**src/rtl/sa_pkg.sv**
```systemverilog
package sa_pkg;

  localparam int NIB_W        = 4;
  localparam int SA_COUNT     = 5;
  localparam int SA_FIRST_POS = 3;
  localparam int SA_LAST_POS  = SA_FIRST_POS + SA_COUNT - 1;
  localparam int SA6_IDX      = 2;
  localparam int SA6_LSB      = 2;
  localparam int CTRL_W       = 8;
  localparam int BUF0_W       = NIB_W * 4;

  typedef enum logic [1:0] {
    SA6_THRU = 2'b00,
    SA6_BUF  = 2'b01,
    SA6_AUTO = 2'b10,
    SA6_BAD  = 2'b11
  } sa6_mode_e;

  typedef struct packed {
    logic [SA_COUNT-1:0]            replace;
    logic [SA_COUNT-1:0][NIB_W-1:0] nib;
  } sa_plan_t;

  function automatic int ctrl_pos(input int idx);
    case (idx)
      0:       return 0;
      1:       return 1;
      3:       return 4;
      default: return 5;
    endcase
  endfunction

  function automatic int buf0_slot(input int idx);
    case (idx)
      1:       return 0;
      2:       return 1;
      3:       return 2;
      default: return 3;
    endcase
  endfunction

  function automatic logic [NIB_W-1:0] sa6_status(
      input logic             e_err,
      input logic             c_err,
      input logic [NIB_W-1:0] fallback);
    logic [NIB_W-1:0] code;
    case ({e_err, c_err})
      2'b11:   code = NIB_W'(3);
      2'b10:   code = NIB_W'(1);
      2'b01:   code = NIB_W'(2);
      default: code = fallback;
    endcase
    return code;
  endfunction

endpackage

```
**src/rtl/sa_frame_tracker.sv**
```systemverilog
module sa_frame_tracker #(
  parameter  int BITS_PER_FRAME = 256,
  parameter  int FRAMES_PER_MF  = 16,
  localparam int BW             = $clog2(BITS_PER_FRAME),
  localparam int FW             = $clog2(FRAMES_PER_MF)
) (
  input  logic          clk,
  input  logic          rst_n,
  input  logic          frame_sync,
  input  logic          mframe_sync,
  output logic [BW-1:0] bit_pos,
  output logic [FW-1:0] frame_pos,
  output logic          aligned,
  output logic          smf_start
);

  localparam int SMF_LEN = FRAMES_PER_MF / 2;
  localparam int SW      = $clog2(SMF_LEN);

  logic [BW-1:0] bit_q, bit_d;
  logic [FW-1:0] frame_q, frame_inc;
  logic          lock_q;

  always_comb begin
    bit_pos   = frame_sync ? '0 : bit_q;
    frame_inc = (frame_q == FW'(FRAMES_PER_MF - 1)) ? '0 : frame_q + 1'b1;
    if (mframe_sync) begin
      frame_pos = '0;
    end else if (bit_pos == '0) begin
      frame_pos = frame_inc;
    end else begin
      frame_pos = frame_q;
    end
    bit_d     = (bit_pos == BW'(BITS_PER_FRAME - 1)) ? '0 : bit_pos + 1'b1;
    aligned   = lock_q | mframe_sync;
    smf_start = aligned && (bit_pos == '0) && (frame_pos[SW-1:0] == '0);
  end

  always_ff @(posedge clk or negedge rst_n) begin
    if (!rst_n) begin
      bit_q   <= '0;
      frame_q <= '0;
      lock_q  <= 1'b0;
    end else begin
      bit_q   <= bit_d;
      frame_q <= frame_pos;
      lock_q  <= aligned;
    end
  end

endmodule

```
**src/rtl/sa_sample_bank.sv**
```systemverilog
module sa_sample_bank
  import sa_pkg::*;
(
  input  logic              clk,
  input  logic              rst_n,
  input  logic              smf_start,
  input  logic [CTRL_W-1:0] ctrl_mode,
  input  logic [BUF0_W-1:0] sa_buf0,
  input  logic [NIB_W-1:0]  sa_buf1,
  input  logic              rx_ebit_err,
  input  logic              rx_crc_err,
  output sa_plan_t          plan,
  output logic              cfg_illegal
);

  logic [SA_COUNT-1:0]            rep_d;
  logic [SA_COUNT-1:0][NIB_W-1:0] nib_d;
  sa_plan_t                       plan_d, plan_q;
  logic                           illegal_d, illegal_q;
  sa6_mode_e                      sa6_mode;
  logic                           unused_ebit_mode;

  assign sa6_mode         = sa6_mode_e'(ctrl_mode[SA6_LSB +: 2]);
  assign unused_ebit_mode = ^ctrl_mode[CTRL_W-1:CTRL_W-2];

  for (genvar g = 0; g < SA_COUNT; g++) begin : g_slot
    if (g == 0) begin : g_sa4
      assign rep_d[g] = ctrl_mode[ctrl_pos(g)];
      assign nib_d[g] = sa_buf1;
    end else if (g == SA6_IDX) begin : g_sa6
      logic             rep6;
      logic [NIB_W-1:0] nib6;
      always_comb begin
        rep6 = 1'b0;
        nib6 = sa_buf0[buf0_slot(g)*NIB_W +: NIB_W];
        case (sa6_mode)
          SA6_BUF:  rep6 = 1'b1;
          SA6_AUTO: begin
            rep6 = 1'b1;
            nib6 = sa6_status(rx_ebit_err, rx_crc_err,
                              sa_buf0[buf0_slot(g)*NIB_W +: NIB_W]);
          end
          default:  rep6 = 1'b0;
        endcase
      end
      assign rep_d[g] = rep6;
      assign nib_d[g] = nib6;
    end else begin : g_plain
      assign rep_d[g] = ctrl_mode[ctrl_pos(g)];
      assign nib_d[g] = sa_buf0[buf0_slot(g)*NIB_W +: NIB_W];
    end
  end

  always_comb begin
    plan_d    = plan_q;
    illegal_d = illegal_q;
    if (smf_start) begin
      plan_d.replace = rep_d;
      plan_d.nib     = nib_d;
      illegal_d      = illegal_q | (sa6_mode == SA6_BAD);
    end
  end

  always_ff @(posedge clk or negedge rst_n) begin
    if (!rst_n) begin
      plan_q    <= '0;
      illegal_q <= 1'b0;
    end else begin
      plan_q    <= plan_d;
      illegal_q <= illegal_d;
    end
  end

  assign plan        = plan_q;
  assign cfg_illegal = illegal_q;

endmodule

```
**src/rtl/sa_bit_mux.sv**
```systemverilog
module sa_bit_mux
  import sa_pkg::*;
#(
  parameter int BW = 8,
  parameter int FW = 4
) (
  input  logic          clk,
  input  logic          rst_n,
  input  logic          ser_in,
  input  logic          aligned,
  input  logic [BW-1:0] bit_pos,
  input  logic [FW-1:0] frame_pos,
  input  sa_plan_t      plan,
  output logic          ser_out
);

  localparam int NW = $clog2(NIB_W);

  logic                odd_frame;
  logic [NW-1:0]       order, nib_idx;
  logic [SA_COUNT-1:0] slot_hit, rep_bit, val_bit;
  logic                replace_now, out_d, out_q;
  logic                unused_frame_hi;

  assign odd_frame       = frame_pos[0];
  assign order           = frame_pos[NW:1];
  assign nib_idx         = NW'(NIB_W - 1) - order;
  assign unused_frame_hi = ^frame_pos[FW-1:NW+1];

  for (genvar g = 0; g < SA_COUNT; g++) begin : g_slot
    assign slot_hit[g] = (bit_pos == BW'(SA_FIRST_POS + g));
    assign rep_bit[g]  = slot_hit[g] & plan.replace[g];
    assign val_bit[g]  = plan.nib[g][nib_idx];
  end

  always_comb begin
    replace_now = aligned && odd_frame && (|rep_bit);
    out_d       = replace_now ? |(rep_bit & val_bit) : ser_in;
  end

  always_ff @(posedge clk or negedge rst_n) begin
    if (!rst_n) begin
      out_q <= 1'b0;
    end else begin
      out_q <= out_d;
    end
  end

  assign ser_out = out_q;

endmodule

```
**src/rtl/e1_sa_inserter.sv**
```systemverilog
module e1_sa_inserter
  import sa_pkg::*;
#(
  parameter int BITS_PER_FRAME = 256,
  parameter int FRAMES_PER_MF  = 16
) (
  input  logic              clk,
  input  logic              rst_n,
  input  logic              ser_in,
  input  logic              frame_sync,
  input  logic              mframe_sync,
  input  logic [CTRL_W-1:0] ctrl_mode,
  input  logic [BUF0_W-1:0] sa_buf0,
  input  logic [NIB_W-1:0]  sa_buf1,
  input  logic              rx_ebit_err,
  input  logic              rx_crc_err,
  output logic              ser_out,
  output logic              cfg_illegal
);

  localparam int BW = $clog2(BITS_PER_FRAME);
  localparam int FW = $clog2(FRAMES_PER_MF);

  logic          rst_meta_n, rst_core_n;
  logic [BW-1:0] bit_pos;
  logic [FW-1:0] frame_pos;
  logic          aligned, smf_start;
  sa_plan_t      plan;

  always_ff @(posedge clk or negedge rst_n) begin
    if (!rst_n) begin
      rst_meta_n <= 1'b0;
      rst_core_n <= 1'b0;
    end else begin
      rst_meta_n <= 1'b1;
      rst_core_n <= rst_meta_n;
    end
  end

  sa_frame_tracker #(
    .BITS_PER_FRAME (BITS_PER_FRAME),
    .FRAMES_PER_MF  (FRAMES_PER_MF)
  ) u_tracker (
    .clk         (clk),
    .rst_n       (rst_core_n),
    .frame_sync  (frame_sync),
    .mframe_sync (mframe_sync),
    .bit_pos     (bit_pos),
    .frame_pos   (frame_pos),
    .aligned     (aligned),
    .smf_start   (smf_start)
  );

  sa_sample_bank u_bank (
    .clk         (clk),
    .rst_n       (rst_core_n),
    .smf_start   (smf_start),
    .ctrl_mode   (ctrl_mode),
    .sa_buf0     (sa_buf0),
    .sa_buf1     (sa_buf1),
    .rx_ebit_err (rx_ebit_err),
    .rx_crc_err  (rx_crc_err),
    .plan        (plan),
    .cfg_illegal (cfg_illegal)
  );

  sa_bit_mux #(
    .BW (BW),
    .FW (FW)
  ) u_mux (
    .clk       (clk),
    .rst_n     (rst_core_n),
    .ser_in    (ser_in),
    .aligned   (aligned),
    .bit_pos   (bit_pos),
    .frame_pos (frame_pos),
    .plan      (plan),
    .ser_out   (ser_out)
  );

endmodule

```
**config.mk**
```make
export PLATFORM = sky130hd
export DESIGN_NAME = e1_sa_inserter
export DESIGN_NICKNAME = d
export VERILOG_FILES = /design/src/rtl/sa_pkg.sv /design/src/rtl/sa_frame_tracker.sv /design/src/rtl/sa_sample_bank.sv /design/src/rtl/sa_bit_mux.sv /design/src/rtl/e1_sa_inserter.sv
export SDC_FILE = /design/constraint.sdc
export NUM_CORES = 1
export LEC_CHECK = 0
export ABC_AREA = 1
export ABC_CLOCK_PERIOD_IN_PS = 2000
export BUFFER_PORTS_ARGS = -buffer_cell sky130_fd_sc_hd__buf_2
export CORE_ASPECT_RATIO = 0.5
export CORE_MARGIN = 3
export CORE_UTILIZATION = 45
export DETAILED_ROUTE_END_ITERATION = 8
export GPL_TIMING_DRIVEN = 0
export PLACE_DENSITY = 0.69
export SYNTH_ARGS = -nofsm -noshare
export SYNTH_HDL_FRONTEND = slang
export SYNTH_SLANG_ARGS = --single-unit
```
**constraint.sdc**
```tcl
create_clock -name clk -period 2 [get_ports clk]
set_clock_uncertainty 0.2 [all_clocks]
set_input_delay 0.1 -clock clk [delete_from_list [all_inputs] [get_ports clk]]
set_output_delay 0.1 -clock clk [all_outputs]
set_load 0.01 [all_outputs]
```
==> run_results.csv <==
group,metric,value,unit
outcome,outcome,"finished with violations",
outcome,violations,"setup timing",
synth,ys_warn_count,0,
timing,post-route-min-period,2.14,ns
synth,synth_xor_area_share,1.17,%
global_route,antenna_found_initial,0,
setup_path,critPathSlowestCell,"dfrtp_1",
timing,tightestPinTransition,0.893,ns
setup_path,timing.rr.start,"u_tracker.bit_q[1]$_DFF_PN0_",
placement,hpwlAfterDp,3540,µm
clocking,cts_htree_levels,2,
setup_path,required,2.01,ns
routing,drt_iter0_markers,67,
clocking,cts-root-buf,"clkbuf_8",
synth,muxShareOfSynthArea,0,%
min_path,min_path_cells,3,
synth,synthAdderAreaFrac,3.90,%
synth,syn_nets,321,
routing,via_count,2126,
setup_path,worstPathArrival,2.15,ns
timing,slew_headroom,40.4,%
final_layout,nNetsFinal,411,
synth,synthSimpleGateAreaFrac,30.0,%
final_layout,drive_gt1_share,31.1,%
clocking,cts_max_path_buffers,2,
min_path,hold_class,"in2reg",
synth,netlist_instances,279,
timing,setup_ws,-0.136,ns
pwr,ir_drop,0.408,mV
synth,synth_top_family_by_area,"simple AND/OR/NAND/NOR gates",
setup_path,start_kind,"flip-flop",
synth,syn_area,2250,µm²
final_layout,areaGrowthSynthToFinish,43.2,%
setup_path,path_cells,"inv_2, nor2_4, inv_2, ha_4, inv_2, nor2_4, nand2_4, nand2_2, nand3_2, buf_6, nand2_1, nand3_1, a21oi_2, nor2_1, a21oi_1",
routing,wl_per_cell,13.6,µm
floorplan,die_width,106,µm
final_layout,antenna_cells,0,
synth,synth_compound_area_share,7.86,%
global_route,grt_overflow_total,0,
setup_path,end_kind,"flip-flop",
timing,setup_viol,26,
timing,max_freq,0.468,GHz
timing,fin_setup_tns,-2.57,ns
floorplan,rows,17,
floorplan,die_y,56.0,µm
placement,dpl_worst_slack,-0.286,ns
global_route,grt_max_degree,41,
setup_path,rrSetupSlack,-0.14,ns
routing,route.detailed.drc,0,
timing,finalHoldViolations,0,
run,max_cap_viol_count,0,
setup_path,r2r_cells,15,
clocking,cts_sinks,42,
min_path,whs_endpoint,"u_bank.cfg_illegal$_DFFE_PN0P_",
pwr,power.density,904,nW/µm²
routing,routed_wl,5930,µm
floorplan,pin_count,37,
timing,slew_viol_final,0,
clocking,cts_buffers,5,
placement,port_buffers,34,
min_path,hp-start,"ctrl_mode[2]",
setup_path,cp_max_fo,10,
global_route,grtUsageTotal,20.5,%
clocking,clkTransAtPathRegs,0.08,ns
synth,seq_area_frac_synth,46.8,%
routing,ant_nets,0,
timing,rsz0062_at_grt,"yes",
floorplan,start_util,48.9,%
pwr,leakagePower,1.64,nW
global_route,grt_first_pass_wirelength,9870,µm
placement,finalWeightedCongestion,0.820,
setup_path,crit_top_cell,"inv_2",
routing,first_pass_iters,4,
timing,post-route-period-util,107,%
floorplan,dieArea,5930,µm²
pwr,power.total,2.91,mW
setup_path,cp_slowest_stage_delay,0.38,ns
setup_path,r2r-end,"u_mux.ser_out$_DFF_PN0_",
synth,ys_ff_latch,42,
floorplan,core_area,4590,µm²
synth,ys_types,32,
routing,viasPerCell,4.88,
setup_path,crit_type,"reg2reg",
global_route,grt_pass1_vias,2216,
clocking,insertion_delay,0.29,ns
clocking,cts_tree,"yes",
timing,hold_slack,0.00236,ns
synth,syn_area_per_cell,8.05,µm²
## layout make-up
class / instances / area [µm²]
Fill cell: 371 / 1380
Multi-Input combinational cell: 182 / 1080
Sequential cell: 42 / 1050
Timing Repair Buffer: 83 / 624
Inverter: 46 / 185
Tap cell: 66 / 82.6
Buffer: 9 / 81.3
Clock buffer: 5 / 68.8
Clock inverter: 3 / 40.0
## state kept, by name, indices dropped and copies added, names as in the netlist
signal and flops:
u_mux.ser_out 1, u_bank.plan 25, u_tracker.lock_q 1, u_tracker.frame_q 4, rst_core_n 1, rst_meta_n 1
u_bank.cfg_illegal 1, u_tracker.bit_q 8
## layer usage
layer | track usage (%) | vias to the layer above | routed length (µm)
li1 | - | 1074 | -
met3 | 4.29 | 10 | 209
met2 | 33.6 | 45 | 2870
met1 | 27.6 | 997 | 2750
met4 | 6.27 | 0 | 98
met5 | 0 | - | 0
## placed cells by master (no fill, tap or decap), drive strengths merged
cell type,netlist,final
a211oi,1,1
a21oi,7,7
a221oi,1,1
a31o,1,1
a31oi,2,2
buf,7,57
bufinv,0,1
clkbuf,2,7
clkinv,1,4
conb,1,1
dfrtp,42,42
dlygate4sd3,0,33
ha,7,7
inv,45,44
nand2,81,81
nand3,22,22
nand4,15,15
nor2,17,17
nor3,5,5
nor3b,1,1
o21ai,17,17
o22ai,1,1
xnor2,2,2
xor2,1,1
## cell families (layout without fill, tap and decap cells)
kind of cell | Yosys count | after routing
simple gates | 141 | 141
xor+xnor | 3 | 3
buf+inv | 55 | 146
compound gates | 30 | 30
other cells | 1 | 1
fa+ha+maj | 7 | 7
flops | 42 | 42
## through the flow
| stage | instance area (µm²) | utilization, % | cells |
|---|---|---|---|
| 2_1_floorplan | 2250 | - | 279 |
| 3_3_place_gp | 2510 | 54.6 | 379 |
| 3_5_place_dp | 2510 | 54.6 | 379 |
| 4_1_cts | 3120 | 67.9 | 433 |
| 5_1_grt | 3220 | 70.0 | 436 |
| 6_report | 3220 | 70.0 | 436 |
## power breakdown
group	internal [mW]	switching (mW)	total, mW
Combinational	0.436	0.547	0.983
Sequential	1.10	0.144	1.25
Clock	0.368	0.307	0.674
Total	1.91	0.997	2.91
## worst max path at each step
stage	startpoint	endpoint	slack, ns	cells after the start
global placement	u_tracker.bit_q[1]$_DFF_PN0_	u_bank.plan[16]$_DFFE_PN0P_	-0.23	16
CTS	u_tracker.bit_q[1]$_DFF_PN0_	u_bank.plan[9]$_DFFE_PN0P_	-0.14	17
floorplan	u_tracker.bit_q[1]$_DFF_PN0_	u_bank.plan[9]$_DFFE_PN0P_	0.008	17
detailed placement	u_tracker.bit_q[1]$_DFF_PN0_	u_bank.plan[15]$_DFFE_PN0P_	-0.29	16
global route	u_tracker.bit_q[1]$_DFF_PN0_	u_mux.ser_out$_DFF_PN0_	-0.30	15
finish	u_tracker.bit_q[1]$_DFF_PN0_	u_mux.ser_out$_DFF_PN0_	-0.14	15
## what timing repair did
item | 4_1_cts | 5_1_grt
setup buffers | 10 | 3
resized for setup | 32 | 21
gates cloned | 3 | 0
endpoints found under the setup margin | 31 | 32
hold buffers | 33 | 0
endpoints found under the hold margin | 31 | 0
pin swaps | 4 | 8
## synth_stat cells, drive strengths merged
| cell | n | area share [%] |
|---|---|---|
| xor2 | 1 | 0.39 |
| xnor2 | 2 | 0.78 |
| clkinv | 1 | 0.22 |
| conb | 1 | 0.17 |
| nor3 | 5 | 1.3 |
| ha | 7 | 3.9 |
| nor3b | 1 | 0.33 |
| clkbuf | 2 | 0.33 |
| a211oi | 1 | 0.33 |
| nand4 | 15 | 4.2 |
| a31oi | 2 | 1.1 |
| dfrtp | 42 | 47 |
| o22ai | 1 | 0.28 |
| nand3 | 22 | 5.8 |
| nor2 | 17 | 3.8 |
| inv | 45 | 7.5 |
| o21ai | 17 | 3.8 |
| a221oi | 1 | 0.39 |
| nand2 | 81 | 15 |
| a21oi | 7 | 1.6 |
| a31o | 1 | 0.39 |
| buf | 7 | 2.1 |
## critical path, delay by kind of cell (launching register included)
family,cells,cell delay [ns]
compound gates,2,0.30
flops,1,0.38
fa+ha+maj,1,0.13
simple gates,8,0.69
buf+inv,4,0.35
Power figures use the tool's default switching activity.
